===== config.mk =====
export PLATFORM = sky130hd
export DESIGN_NAME = dap_access_seq
export DESIGN_NICKNAME = d
export VERILOG_FILES = /design/src/rtl/dap_seq_pkg.sv /design/src/rtl/dap_payload_fmt.sv /design/src/rtl/dap_ir_cache.sv /design/src/rtl/dap_retry_ctr.sv /design/src/rtl/dap_access_seq.sv
export SDC_FILE = /design/constraint.sdc
export NUM_CORES = 1
export LEC_CHECK = 0
export ABC_AREA = 1
export BUFFER_PORTS_ARGS = -buffer_cell sky130_fd_sc_hd__buf_2
export CAP_MARGIN = 20
export CORE_ASPECT_RATIO = 0.8
export CORE_MARGIN = 2
export CORE_UTILIZATION = 51
export CTS_BUF_LIST = sky130_fd_sc_hd__clkbuf_2
export CTS_CLUSTER_SIZE = 28
export DETAILED_ROUTE_END_ITERATION = 8
export PLACE_DENSITY = 0.89
export RECOVER_POWER = 50
export SYNTH_ARGS = -nofsm -noshare
export SYNTH_HDL_FRONTEND = slang
export SYNTH_HIERARCHICAL = 1
export SYNTH_SLANG_ARGS = --single-unit
export TNS_END_PERCENT = 50

===== constraint.sdc =====
create_clock -name clk -period 1.6 [get_ports clk]
set_input_delay 0 -clock clk [delete_from_list [all_inputs] [get_ports clk]]
set_output_delay 0 -clock clk [all_outputs]
set_load 0.01 [all_outputs]

===== src/rtl/dap_seq_pkg.sv =====
package dap_seq_pkg;
   localparam int ACK_W = 3;
   localparam logic [ACK_W-1:0] ACK_OK   = 3'b010;
   localparam logic [ACK_W-1:0] ACK_WAIT = 3'b001;

   typedef enum logic [2:0] {
      ST_IDLE,
      ST_IR_GO,
      ST_IR_WAIT,
      ST_DR_GO,
      ST_DR_WAIT
   } seq_state_t;
endpackage


===== src/rtl/dap_payload_fmt.sv =====
module dap_payload_fmt #(
   parameter int DATA_W = 32,
   parameter int ADDR_W = 2
) (
   input  logic [ADDR_W-1:0]        addr,
   input  logic                     rnw,
   input  logic [DATA_W-1:0]        data,
   output logic [DATA_W+ADDR_W:0]   payload
);
   // read flag lowest, register index next, data word on top
   always_comb payload = {data, addr, rnw};
endmodule


===== src/rtl/dap_ir_cache.sv =====
module dap_ir_cache #(
   parameter int               IR_W     = 4,
   parameter logic [IR_W-1:0]  IR_DPACC = 4'hA,
   parameter logic [IR_W-1:0]  IR_APACC = 4'hB
) (
   input  logic            clk,
   input  logic            rst_n,
   input  logic            load,
   input  logic            load_ap,
   input  logic            tgt_ap,
   output logic            held_valid,
   output logic            held_ap,
   output logic [IR_W-1:0] tgt_code
);
   always_ff @(posedge clk or negedge rst_n) begin
      if (!rst_n) begin
         held_valid <= 1'b0;
         held_ap    <= 1'b0;
      end else if (load) begin
         held_valid <= 1'b1;
         held_ap    <= load_ap;
      end
   end

   always_comb tgt_code = tgt_ap ? IR_APACC : IR_DPACC;
endmodule


===== src/rtl/dap_retry_ctr.sv =====
module dap_retry_ctr #(
   parameter int MAX_RETRY = 4
) (
   input  logic clk,
   input  logic rst_n,
   input  logic clr,
   input  logic inc,
   output logic exhausted
);
   generate
      if (MAX_RETRY == 0) begin : g_no_retry
         logic unused_in;
         always_comb unused_in = clk ^ rst_n ^ clr ^ inc;
         always_comb exhausted = 1'b1;
      end else begin : g_retry
         localparam int RTRY_W = $clog2(MAX_RETRY + 1);
         logic [RTRY_W-1:0] cnt;
         always_ff @(posedge clk or negedge rst_n) begin
            if (!rst_n)   cnt <= '0;
            else if (clr) cnt <= '0;
            else if (inc) cnt <= cnt + 1'b1;
         end
         always_comb exhausted = (cnt == RTRY_W'(MAX_RETRY));
      end
   endgenerate
endmodule


===== src/rtl/dap_access_seq.sv =====
module dap_access_seq
   import dap_seq_pkg::*;
#(
   parameter int               DATA_W      = 32,
   parameter int               ADDR_W      = 2,
   parameter int               IR_W        = 4,
   parameter logic [IR_W-1:0]  IR_DPACC    = 4'hA,
   parameter logic [IR_W-1:0]  IR_APACC    = 4'hB,
   parameter logic [ADDR_W-1:0] RDBUFF_ADDR = 2'b11,
   parameter int               MAX_RETRY   = 4,
   localparam int              PAY_W       = DATA_W + ADDR_W + 1,
   localparam int              LEN_W       = $clog2(PAY_W + 1)
) (
   input  logic              clk,
   input  logic              rst_n,
   input  logic              req_valid,
   output logic              req_ready,
   input  logic              req_ap,
   input  logic [ADDR_W-1:0] req_addr,
   input  logic              req_rnw,
   input  logic [DATA_W-1:0] req_wdata,
   output logic              resp_valid,
   output logic [ACK_W-1:0]  resp_ack,
   output logic [DATA_W-1:0] resp_rdata,
   output logic              scan_go,
   output logic              scan_ir,
   output logic [LEN_W-1:0]  scan_len,
   output logic [PAY_W-1:0]  scan_out,
   input  logic              scan_done,
   input  logic [PAY_W-1:0]  scan_in
);
   // elaboration-time parameter checks
   generate
      if (IR_DPACC == IR_APACC) begin : g_bad_ir
         $error("access instruction codes must differ");
      end
      if (ADDR_W + 1 != ACK_W) begin : g_bad_ack
         $error("acknowledge field must fill address and read-flag positions");
      end
      if (IR_W > PAY_W) begin : g_bad_irw
         $error("instruction wider than data payload");
      end
      if (MAX_RETRY < 0) begin : g_bad_rty
         $error("retry limit must not be negative");
      end
   endgenerate

   seq_state_t state;
   logic              ap_q, rnw_q, phase_rd;
   logic [ADDR_W-1:0] addr_q;
   logic [DATA_W-1:0] wdata_q;

   logic              held_valid, held_ap;
   logic              ir_tgt_ap;
   logic [IR_W-1:0]   ir_code;
   logic              hit_req, hit_dp;

   logic [ADDR_W-1:0] f_addr;
   logic              f_rnw;
   logic [DATA_W-1:0] f_data;
   logic [PAY_W-1:0]  payload;

   logic              dr_end, ack_ok, ack_wait;
   logic              exhausted, rty_clr, rty_inc, go_retrieve;
   logic [ACK_W-1:0]  cap_ack;

   // instruction that the current step needs; retrieval always uses debug port
   always_comb ir_tgt_ap = ap_q && !phase_rd;
   always_comb hit_req   = held_valid && (held_ap == req_ap);
   always_comb hit_dp    = held_valid && !held_ap;

   dap_ir_cache #(
      .IR_W     (IR_W),
      .IR_DPACC (IR_DPACC),
      .IR_APACC (IR_APACC)
   ) u_ir_cache (
      .clk        (clk),
      .rst_n      (rst_n),
      .load       ((state == ST_IR_WAIT) && scan_done),
      .load_ap    (ir_tgt_ap),
      .tgt_ap     (ir_tgt_ap),
      .held_valid (held_valid),
      .held_ap    (held_ap),
      .tgt_code   (ir_code)
   );

   always_comb begin
      f_addr = phase_rd ? RDBUFF_ADDR : addr_q;
      f_rnw  = phase_rd ? 1'b1 : rnw_q;
      f_data = phase_rd ? '0 : (rnw_q ? '0 : wdata_q);
   end

   dap_payload_fmt #(
      .DATA_W (DATA_W),
      .ADDR_W (ADDR_W)
   ) u_fmt (
      .addr    (f_addr),
      .rnw     (f_rnw),
      .data    (f_data),
      .payload (payload)
   );

   always_comb begin
      cap_ack     = scan_in[ACK_W-1:0];
      dr_end      = (state == ST_DR_WAIT) && scan_done;
      ack_ok      = (cap_ack == ACK_OK);
      ack_wait    = (cap_ack == ACK_WAIT);
      rty_inc     = dr_end && ack_wait && !exhausted;
      go_retrieve = dr_end && ack_ok && !phase_rd && rnw_q;
      rty_clr     = (state == ST_IDLE) || go_retrieve;
   end

   dap_retry_ctr #(
      .MAX_RETRY (MAX_RETRY)
   ) u_retry (
      .clk       (clk),
      .rst_n     (rst_n),
      .clr       (rty_clr),
      .inc       (rty_inc),
      .exhausted (exhausted)
   );

   always_ff @(posedge clk or negedge rst_n) begin
      if (!rst_n) begin
         state      <= ST_IDLE;
         ap_q       <= 1'b0;
         rnw_q      <= 1'b0;
         phase_rd   <= 1'b0;
         addr_q     <= '0;
         wdata_q    <= '0;
         resp_valid <= 1'b0;
         resp_ack   <= '0;
         resp_rdata <= '0;
      end else begin
         resp_valid <= 1'b0;
         unique case (state)
            ST_IDLE: begin
               if (req_valid) begin
                  ap_q     <= req_ap;
                  addr_q   <= req_addr;
                  rnw_q    <= req_rnw;
                  wdata_q  <= req_wdata;
                  phase_rd <= 1'b0;
                  state    <= hit_req ? ST_DR_GO : ST_IR_GO;
               end
            end
            ST_IR_GO:   state <= ST_IR_WAIT;
            ST_IR_WAIT: if (scan_done) state <= ST_DR_GO;
            ST_DR_GO:   state <= ST_DR_WAIT;
            ST_DR_WAIT: begin
               if (scan_done) begin
                  if (rty_inc) begin
                     state <= ST_DR_GO;
                  end else if (go_retrieve) begin
                     phase_rd <= 1'b1;
                     state    <= hit_dp ? ST_DR_GO : ST_IR_GO;
                  end else begin
                     resp_valid <= 1'b1;
                     resp_ack   <= cap_ack;
                     resp_rdata <= (phase_rd && ack_ok) ? scan_in[PAY_W-1:ACK_W] : '0;
                     state      <= ST_IDLE;
                  end
               end
            end
            default: state <= ST_IDLE;
         endcase
      end
   end

   always_comb begin
      req_ready = (state == ST_IDLE);
      scan_go   = (state == ST_IR_GO) || (state == ST_DR_GO);
      scan_ir   = (state == ST_IR_GO);
      scan_len  = scan_ir ? LEN_W'(IR_W) : LEN_W'(PAY_W);
      scan_out  = scan_ir ? PAY_W'(ir_code) : payload;
   end
endmodule


==> results of run 1 <==
-- critical path, delay by kind of cell (launching register included) --
| family | cells | cell delay, ps |
|---|---|---|
| AO/OA/AOI/OAI | 1 | 70 |
| adder cells (fa/ha/maj) | 1 | 160 |
| buffers and inverters | 6 | 600 |
| flip-flops | 1 | 460 |
| AND/OR/NAND/NOR | 5 | 470 |
-- routing by layer --
metal,vias up,share of wire
met5,-,0
met4,0,0.073
met3,115,0.067
met2,314,0.50
met1,2177,0.36
li1,2035,-
-- kinds of logic (layout without fill, tap and decap cells) --
| family | after synthesis | count (layout) | share of synthesized area |
|---|---|---|---|
| other cells | 3 | 6 | 0.00268 |
| simple gates | 234 | 238 | 0.223 |
| compound gates | 77 | 77 | 0.0939 |
| fa+ha+maj | 2 | 2 | 0.00596 |
| buf+inv | 157 | 370 | 0.192 |
| flops | 81 | 81 | 0.483 |
-- path summary, 6_finish.rpt --
check	to	slack, ps	cells past startpoint
worst min-delay path	wdata_q[16]$_DFFE_PN0P_	190	4
max in group asynchronous	wdata_q[31]$_DFFE_PN0P_	90	4
min in group asynchronous	resp_rdata[4]$_DFFE_PN0P_	700	3
worst min register to register	addr_q[0]$_DFFE_PN0P_	520	2
worst max-delay path	resp_rdata[6]$_DFFE_PN0P_	-240	13
worst max register to register	resp_rdata[6]$_DFFE_PN0P_	-240	13
-- metrics by stage --
step                       util  cell area (µm²)
after floorplan               -             4210
after global placement    0.596             4740
after detailed placement  0.596             4740
after CTS                 0.721             5730
after global routing      0.829             6590
final                     0.829             6590
-- cell usage after synthesis, drive strengths merged --
library cell and n:
buf 63, a21oi 4, dfrtp 81, o21a 1
o211ai 1, nand2 177, nand3 7, or2 4
o21ai 71, conb 3, nor2 46, clkbuf 6
inv 88, ha 2
-- layout make-up --
cell class | instances | area share
antenna | 1 | 0.000380
clock buffer | 9 | 0.00684
timing repair buffer | 266 | 0.322
tap | 108 | 0.0205
sequential | 81 | 0.308
clock inverter | 7 | 0.0116
multi-input combinational | 322 | 0.280
inverter | 88 | 0.0501
-- where the power goes --
part	total (W)	internal [W]	switching [W]
logic	0.00541	0.00229	0.00312
registers	0.00293	0.00263	0.000297
clock network	0.00120	0.000380	0.000819
-- what timing repair did --
action / 4_1_cts / 5_1_grt
gates cloned: 4 / 15
endpoints found under the setup margin: 43 / 90
gates resized for setup: 23 / 144
hold endpoints to repair: 160 / 0
pin swaps: 11 / 15
setup buffers: 5 / 12
hold buffers: 75 / 0
-- registers in the layout (all words and copies together) (netlist names) --
name	cells
rnw_q	1
resp_ack	3
wdata_q	32
phase_rd	1
u_retry/g_retry.cnt	3
ap_q	1
state	3
resp_rdata	32
addr_q	2
u_ir_cache/held_ap	1
u_ir_cache/held_valid	1
resp_valid	1
==> qor.csv, run 1 <==
stage,metric,value,unit
run_status,outcome,finished with violations,
run_status,violated checks,negative setup slack,
min_path,hold path startpoint,req_wdata[16],
worst_setup_path,critical path's largest stage delay,460,ps
logic_synthesis,Synth top area share,0.483,
timing,Final setup violation count,87,
routing,drt pass-1 iters,5,
worst_setup_path,crit path launch,u_retry/g_retry.cnt[0]$_DFFE_PN0P_,
placed_design,port bufs,152,
finish,"leading cell type in the layout, fill and taps excluded",buf_2,
floorplanning,Die Y,85.2,µm
grt,GRT Util Overall,0.273,
grt,GR peak layer,met2,
routing,wire per inst,17.8,µm
logic_synthesis,Yosys cell types,23,
floorplanning,die width,105,µm
finish,P&R area growth vs syn,56.9,%
timing,relative slew slack,0.270,
timing,final period utilization,1.15,
timing,Final min period,1840,ps
finish,share of post-route cells with drive strength above 1,0.411,
cts,CTS tree,done,
finish,fin cells,882,
routing,DRC,0,
cts,CTS Sinks,81,
grt,first-pass GRT wire length,19200,µm
placed_design,Placed Cells,754,
min_path,worst min-delay path class,in -> reg,
floorplanning,row count,29,
placed_design,final HPWL from detailed placement,6670,µm
floorplanning,IO Pins,155,
grt,met2 GRT Util,0.480,
logic_synthesis,"Cell Area, Synth",4200,µm²
timing,fin worst setup slack,-238,ps
cts,root buffer cell,clkbuf_2,
grt,grt total ovfl,0,
timing,Final Hold Viols,0,
worst_setup_path,worst-path cell chain,inv_2 > ha_4 > nand2_2 > inv_2 > nor2_2 > inv_1 > nor2_4 > inv_2 > nand3_4 > buf_12 > clkbuf_16 > nand2_4 > o21ai_2,
worst_setup_path,Crit Path Category,reg -> reg,
worst_setup_path,Worst Setup Start Kind,flop,
grt,M3 GR Usage,0.0568,
grt,GR Util met1,0.311,
logic_synthesis,Yosys top cell by area,dfrtp_1,
timing,Slew Limit Fails,0,
pwr,Pleak,3.56,nW
timing,maximum clock rate,0.544,GHz
logic_synthesis,largest cells by area after synthesis,"dfrtp_1, nand2_1, buf_4",
logic_synthesis,syn avg cell area,7.58,µm²
run,Max-Cap Viols,0,
timing,Final Skew,34.4,ps
worst_setup_path,Required @ worst endpoint,2060,ps
timing,RSZ-0062 raised after global routing,true,
finish,"commonest cells after routing, fill and taps aside","buf_2, nand2_1, dfrtp_1",
cts,Skew-Pair Late Insertion Delay,550,ps
floorplanning,Die Area,8980,µm²
timing,Hold WS,193,ps
logic_synthesis,Post-Syn Instances,554,
finish,"Net count, final",845,
timing,final setup TNS,-10850,ps
cts,CTS max path bufs,2,
routing,Via Count,4641,
worst_setup_path,Crit-path slowest cell,dfrtp_1,
routing,post-route antenna net violation count,0,
grt,initial antenna violation count,1,
routing,Routed WL,15700,µm
cts,Clock Pin Slew Worst Setup and Hold Paths,230,ps
logic_synthesis,Synth Register Bits,81,
routing,vias per std cell,5.26,
worst_setup_path,cell mode on critical path,inv_2,
finish,storage element area,2030,µm²
worst_setup_path,worst reg2reg path startpoint,u_retry/g_retry.cnt[0]$_DFFE_PN0P_,
grt,largest net degree at the start of global routing,55,
cts,CTS buffer count,9,
floorplanning,initial core utilization,0.528,
grt,vias in the first global route,4250,
timing,Tightest Pin Transition,1090,ps
worst_setup_path,crit path DAT,2300,ps
cts,H-tree lvl count,3,
worst_setup_path,CP max FO,6,
logic_synthesis,sequential fraction of the synthesis area,0.483,
finish,multi-input logic area,1850,µm²
finish,fillers,428,
floorplanning,Core Region,7950,µm²
placed_design,pre-CTS WS,29.8,ps
placed_design,GP Congestion,0.800,
pwr,peak supply drop,0.831,mV
pwr,Pwr Total,0.00953,W
routing,DRT iter0 DRCs,373,
worst_setup_path,Worst Setup End Kind,flop,
logic_synthesis,number of synthesis warnings,6,
pwr,PwrDens,1450,nW/µm²
No activity file was read; power rests on OpenSTA's default activity.
==> run 2, diff against run 1 <==
--- a/config.mk
+++ b/config.mk
@@ -14,7 +14,7 @@
 export CTS_BUF_LIST = sky130_fd_sc_hd__clkbuf_2
 export CTS_CLUSTER_SIZE = 28
 export DETAILED_ROUTE_END_ITERATION = 8
-export PLACE_DENSITY = 0.89
+export PLACE_DENSITY_LB_ADDON = 0.25
 export RECOVER_POWER = 50
 export SYNTH_ARGS = -nofsm -noshare
 export SYNTH_HDL_FRONTEND = slang
==> run 2 against run 1 <==
The run still ends with negative setup slack left. Global-route usage decreased by 2.3 points. Register-to-register slack gained 90 ps. Setup slack improved by 89 ps. Clock power decreased by 7%. Final cell count shrank 0.34%. First-iteration DRC count fell by 28%. Worst hold slack gained 18 ps. Core utilization decreased by 4.8 points. Die area unchanged. Largest power group unchanged.
==> qor.csv, run 2 (synthesis results as in run 1) <==
stage,metric,value,unit,change
run_status,outcome,finished with violations,,
run_status,violated checks,negative setup slack,,
min_path,hold depth,4,,unchanged
timing,relative slew slack,0.468,,+0.197
cts,CTS Sinks,81,,unchanged
routing,drt pass-1 iters,5,,unchanged
cts,Clock Pin Slew Worst Setup and Hold Paths,240,ps,about the same
pwr,switching power,0.00381,W,-10%
floorplanning,die width,105,µm,unchanged
finish,"Net count, final",842,,-0.36%
pwr,peak supply drop,1.32,mV,+58%
worst_setup_path,CP max FO,5,,-1
routing,DRT iter0 DRCs,267,,-28%
worst_setup_path,Crit Path Category,reg -> reg,,
timing,Final min period,1750,ps,-89.4 ps
routing,Via Count,4250,,-8.4%
grt,grt total ovfl,0,,unchanged
floorplanning,row count,29,,unchanged
worst_setup_path,crit path launch,state[0]$_DFFE_PN0P_,,
cts,H-tree lvl count,3,,unchanged
finish,P&R area growth vs syn,47.9,%,
pwr,PwrDens,1460,nW/µm²,+0.79%
routing,vias per std cell,4.84,,-8.1%
placed_design,GP Congestion,0.798,,-0.19%
placed_design,Placed Area,4760,µm²,+0.53%
placed_design,pre-CTS WS,55.4,ps,+25.6 ps
floorplanning,Core Region,7950,µm²,unchanged
grt,vias in the first global route,3968,,-6.6%
cts,CTS max path bufs,2,,unchanged
worst_setup_path,Worst Setup End Kind,flop,,
timing,Final Hold Viols,0,,unchanged
routing,wire per inst,14.1,µm,-21%
worst_setup_path,worst reg2reg path startpoint,state[0]$_DFFE_PN0P_,,
timing,final period utilization,1.09,,-0.0559
pwr,total internal power,0.00525,W,-0.90%
worst_setup_path,Worst Setup Start Kind,flop,,
timing,RSZ-0062 raised after global routing,true,,
cts,Skew-Pair Late Insertion Delay,510,ps,-40 ps
placed_design,Placed Cells,754,,unchanged
finish,share of post-route cells with drive strength above 1,0.332,,-0.0789
worst_setup_path,crit path DAT,2200,ps,-100 ps
routing,post-route antenna net violation count,0,,unchanged
grt,initial antenna violation count,1,,unchanged
pwr,Flop pwr share,0.320,,+0.013
finish,"leading cell type in the layout, fill and taps excluded",nand2_1,,
min_path,Worst Hold End,wdata_q[18]$_DFFE_PN0P_,,
worst_setup_path,R2R depth,10,,-3
timing,Hold WS,211,ps,+18.0 ps
min_path,worst min-delay path class,in -> reg,,
finish,"commonest cells after routing, fill and taps aside","nand2_1, buf_2, inv_1, dfrtp_1, dlygate4sd3_1",,
timing,fin worst setup slack,-148,ps,+89.4 ps
placed_design,port bufs,152,,unchanged
timing,Tightest Pin Transition,799,ps,-296 ps
worst_setup_path,Required @ worst endpoint,2050,ps,about the same
timing,maximum clock rate,0.572,GHz,+5.1%
cts,CTS tree,done,,
grt,first-pass GRT wire length,17800,µm,-7.3%
pwr,combinational power share,0.556,,-0.011
pwr,clock share of power,0.124,,-0.002
pwr,Pleak,3.44,nW,-3.4%
grt,largest net degree at the start of global routing,53,,-3.6%
floorplanning,Die Y,85.2,µm,unchanged
finish,fillers,536,,+25%
cts,root buffer cell,clkbuf_2,,
grt,GRT Util Overall,0.250,,-0.0229
timing,Final setup violation count,77,,-11%
finish,fin cells,879,,-0.34%
worst_setup_path,Critical R2R Capture,resp_rdata[12]$_DFFE_PN0P_,,
finish,final instance area,6210,µm²,-5.8%
min_path,hold path startpoint,req_wdata[18],,
floorplanning,Die Area,8980,µm²,unchanged
floorplanning,IO Pins,155,,unchanged
pwr,sw frac,0.420,,-0.0240
timing,Final Skew,20.5,ps,-13.9 ps
worst_setup_path,reg2reg setup slack,-150,ps,+90 ps
routing,Routed WL,12400,µm,-21%
finish,Regs by FF count,"resp_rdata (32), wdata_q (32)",,
floorplanning,initial core utilization,0.528,,unchanged
cts,CTS buffer count,9,,unchanged
run,Max-Cap Viols,0,,unchanged
timing,Slew Limit Fails,0,,unchanged
routing,DRC,0,,unchanged
placed_design,final HPWL from detailed placement,6370,µm,-4.4%
[run 2: changes by cell type in the layout (fill, tap and decap cells not counted), moves of 4 or more]
cell	change
nand2_1	+31
o21ai_2	-23
nand2_4	-17
o21ai_1	+17
nand2_2	-14
o21ai_0	+9
nor2_1	+6
buf_6	+5
clkbuf_1	-5
nor2_2	-4
[run 2: power by group through the flow]
stage	sequential, W	combinational (W)	clock (W)
after CTS	0.00288	0.00404	0.00117
after global routing	0.00296	0.00555	0.00125
after floorplan	0.00290	0.00301	0
after global placement	0.00289	0.00350	0
after detailed placement	0.00291	0.00358	0
final	0.00290	0.00503	0.00112
[run 2: critical path: stages, from the launching register on]
cell and delay, ps:
dfrtp_1 440, buf_4 150, nor2_4 140, nand2_2 90
nor2_4 200, nand2_4 110, buf_12 140, nand3_4 130
clkbuf_16 170, nand2_1 40, o21ai_1 100
[run 2: per-layer routing]
layer  GRT usage  wire length, µm
met4       0.137              397
met1       0.297             5090
met3      0.0545              685
met2       0.424             6200
met5           0                0
[run 2: final cells by class]
cell class	count	area, µm²	area share
diodes	1	2.50	0.000403
clock buffers	9	45.0	0.00725
clock inverters	7	76.3	0.0123
inverters	88	330	0.0532
multi-input cells	323	1550	0.249
flip-flops and latches	81	2030	0.327
well taps	108	135	0.0218
repair buffers	262	2040	0.329
[run 2: worst max path at each step]
| stage | endpoint |
|---|---|
| 2_1_floorplan | resp_rdata[18]$_DFFE_PN0P_ |
| 3_3_place_gp | resp_rdata[18]$_DFFE_PN0P_ |
| 3_5_place_dp | resp_rdata[30]$_DFFE_PN0P_ |
| 4_1_cts | scan_out[26] |
| 5_1_grt | scan_out[29] |
| 6_report | resp_rdata[12]$_DFFE_PN0P_ |
[run 2: metrics by stage]
step           total power [W]  setup TNS (ps)  utilization
2_1_floorplan          0.00591               0            -
3_3_place_gp           0.00639               0        0.599
3_5_place_dp           0.00650               0        0.599
4_1_cts                0.00809           -4150        0.725
5_1_grt                0.00976          -17730        0.781
6_report               0.00905           -5750        0.781
[run 2: timing repair]
item | CTS | global route
endpoints found under the hold margin | 160 | 0
buffers inserted | 4 | 11
resized for setup | 23 | 46
setup endpoints to repair | 42 | 103
hold buffers | 76 | 0
gates cloned | 4 | 13
pin swaps | 9 | 12
==> run 3, diff against run 2 <==
--- a/config.mk
+++ b/config.mk
@@ -10,10 +10,11 @@
 export CAP_MARGIN = 20
 export CORE_ASPECT_RATIO = 0.8
 export CORE_MARGIN = 2
-export CORE_UTILIZATION = 51
+export CORE_UTILIZATION = 37
 export CTS_BUF_LIST = sky130_fd_sc_hd__clkbuf_2
 export CTS_CLUSTER_SIZE = 28
 export DETAILED_ROUTE_END_ITERATION = 8
+export MAX_ROUTING_LAYER = met4
 export PLACE_DENSITY_LB_ADDON = 0.25
 export RECOVER_POWER = 50
 export SYNTH_ARGS = -nofsm -noshare
==> run 3 against run 2 <==
The run still ends with negative setup slack left. Combinational power up 8.2%. First-iteration DRC count shrank 37%. Setup slack improved by 5.6 ps. Worst hold slack lost 29 ps. Non-clock buffer count unchanged. Register-to-register slack better by 50 ps. Maximum frequency rose by 0.32%. Critical path type is now reg -> out. Highest routed layer unchanged.
==> qor.csv, run 3 (synthesis results as in run 1) <==
stage,metric,value,unit,change
run_status,outcome,finished with violations,,
run_status,violated checks,negative setup slack,,
floorplanning,Die Y,99.3,µm,+17%
finish,"Net count, final",841,,-0.12%
worst_setup_path,crit path DAT,1740,ps,-460 ps
floorplanning,initial core utilization,0.383,,-0.146
finish,share of post-route cells with drive strength above 1,0.379,,+0.0464
pwr,Pleak,3.48,nW,+1.1%
grt,largest net degree at the start of global routing,57,,+7.5%
cts,CTS tree,done,,
min_path,worst min-delay path class,in -> reg,,
timing,Final Hold Viols,0,,unchanged
floorplanning,die width,123,µm,+17%
cts,CTS max path bufs,2,,unchanged
placed_design,GP Congestion,0.781,,-2.2%
worst_setup_path,worst reg2reg path startpoint,state[1]$_DFFE_PN0P_,,
routing,Routed WL,12600,µm,+1.9%
timing,RSZ-0062 raised after global routing,true,,
placed_design,pre-CTS WS,-0.378,ps,-55.8 ps
placed_design,final HPWL from detailed placement,6730,µm,+5.7%
timing,Final Skew,20.8,ps,+0.279 ps
grt,first-pass GRT wire length,18100,µm,+2.1%
finish,Regs by FF count,"resp_rdata (32), wdata_q (32)",,
worst_setup_path,reg2reg setup slack,-100,ps,+50 ps
worst_setup_path,R2R depth,10,,unchanged
finish,n_diodes,0,,-1
worst_setup_path,Required @ worst endpoint,1600,ps,-450 ps
worst_setup_path,CP max FO,8,,+3
floorplanning,Core Region,11000,µm²,+38%
timing,Final setup violation count,74,,-3.9%
min_path,hold path startpoint,req_wdata[17],,
timing,Final min period,1740,ps,-5.58 ps
cts,H-tree lvl count,3,,unchanged
grt,GRT Util Overall,0.193,,-0.0564
pwr,peak supply drop,0.741,mV,-44%
min_path,hold depth,4,,unchanged
routing,vias per std cell,4.59,,-5.2%
cts,Clock Pin Slew Worst Setup and Hold Paths,220,ps,-20 ps
grt,grt total ovfl,0,,unchanged
routing,DRC,0,,unchanged
timing,relative slew slack,0.341,,-0.127
routing,wire per inst,13.8,µm,-1.8%
cts,Skew-Pair Late Insertion Delay,530,ps,+20 ps
finish,final core utilization,0.584,,-0.198
finish,fin cells,912,,+3.8%
routing,Via Count,4182,,-1.6%
finish,"commonest cells after routing, fill and taps aside","nand2_1, buf_2, dfrtp_1",,
pwr,PwrDens,1490,nW/µm²,+1.8%
worst_setup_path,Critical R2R Capture,resp_rdata[17]$_DFFE_PN0P_,,
timing,final period utilization,1.09,,-0.00349
finish,fillers,980,,+83%
floorplanning,Die Area,12200,µm²,+36%
grt,initial antenna violation count,0,,-1
floorplanning,IO Pins,155,,unchanged
run,Max-Cap Viols,0,,unchanged
timing,fin worst setup slack,-143,ps,+5.58 ps
cts,root buffer cell,clkbuf_2,,
worst_setup_path,Worst Setup Start Kind,flop,,
min_path,Worst Hold End,wdata_q[17]$_DFFE_PN0P_,,
routing,drt pass-1 iters,4,,-1
placed_design,port bufs,152,,unchanged
finish,"leading cell type in the layout, fill and taps excluded",nand2_1,,
placed_design,Placed Cells,791,,+4.9%
timing,Tightest Pin Transition,989,ps,+190 ps
routing,DRT iter0 DRCs,167,,-37%
routing,post-route antenna net violation count,0,,unchanged
cts,CTS buffer count,9,,unchanged
worst_setup_path,Crit Path Category,reg -> out,,
cts,CTS Sinks,81,,unchanged
timing,maximum clock rate,0.574,GHz,+0.32%
finish,P&R area growth vs syn,52.6,%,
floorplanning,row count,34,,+17%
grt,vias in the first global route,4031,,+1.6%
timing,Slew Limit Fails,0,,unchanged
worst_setup_path,Worst Setup End Kind,primary output,,
-- run 3: cell types whose count changed in the layout (fill, tap and decap cells not counted), sizes merged --
cell,delta
inv,-3
buf,+2
clkbuf,-2
bufinv,+1
clkinv,+1
diode,-1
nand3,-1
-- run 3: where the power goes --
group,switching (W),internal (W)
clock,0.000705,0.000499
combinational,0.00298,0.00245
sequential,0.000246,0.00263
total,0.00394,0.00558
-- run 3: worst max-delay path by stage --
stage                                            start                         end  slack [ps]
finish                               rnw_q$_DFFE_PN0P_                scan_out[30]        -140
global route                      state[0]$_DFFE_PN0P_                scan_out[25]        -280
CTS                                  rnw_q$_DFFE_PN0P_                 scan_out[4]        -160
detailed placement  u_retry/g_retry.cnt[0]$_DFFE_PN0P_   resp_rdata[4]$_DFFE_PN0P_        -0.4
global placement    u_retry/g_retry.cnt[0]$_DFFE_PN0P_  resp_rdata[26]$_DFFE_PN0P_          80
floorplan           u_retry/g_retry.cnt[0]$_DFFE_PN0P_  resp_rdata[18]$_DFFE_PN0P_         200
-- run 3: worst max-delay path, stage by stage (launching register included) --
cell and delay (ps):
dfrtp_2 520, or2_4 340, nor2_2 100, nand2_1 60
inv_1 80, buf_6 110
-- run 3: through the flow --
stage | total power, W | hold WS, ps | setup TNS [ps] | cell area [µm²]
2_1_floorplan | 0.00591 | -296 | 0 | 4210
3_3_place_gp | 0.00646 | 6.26 | 0 | 4800
3_5_place_dp | 0.00653 | 5.55 | -0.378 | 4800
4_1_cts | 0.00838 | 131 | -4930 | 5830
5_1_grt | 0.0103 | 146 | -18860 | 6410
6_report | 0.00952 | 181 | -5780 | 6410
-- run 3: final cells by class --
type / instances / area [µm²] / share of cell area
Tap cell: 144 / 180 / 0.0281
Clock inverter: 6 / 83.8 / 0.0131
Timing Repair Buffer: 262 / 2070 / 0.323
Sequential cell: 81 / 2030 / 0.317
Inverter: 88 / 335 / 0.0523
Multi-Input combinational cell: 322 / 1670 / 0.260
Clock buffer: 9 / 45.0 / 0.00703
-- run 3: layer usage --
| metal | share of wire | vias up | global-route usage |
|---|---|---|---|
| li1 | - | 2025 | - |
| met1 | 0.43 | 1998 | 0.226 |
| met2 | 0.50 | 127 | 0.327 |
| met3 | 0.045 | 32 | 0.0419 |
| met4 | 0.025 | 0 | 0.0717 |
| met5 | 0 | - | - |
-- run 3: what timing repair did --
action                                  4_1_cts  5_1_grt
gates resized for setup                      23       99
gates cloned                                  5        9
endpoints found under the setup margin       68      109
pin swaps                                     7       17
setup buffers                                 5       12
hold endpoints to repair                    159        0
hold buffers                                 75        0
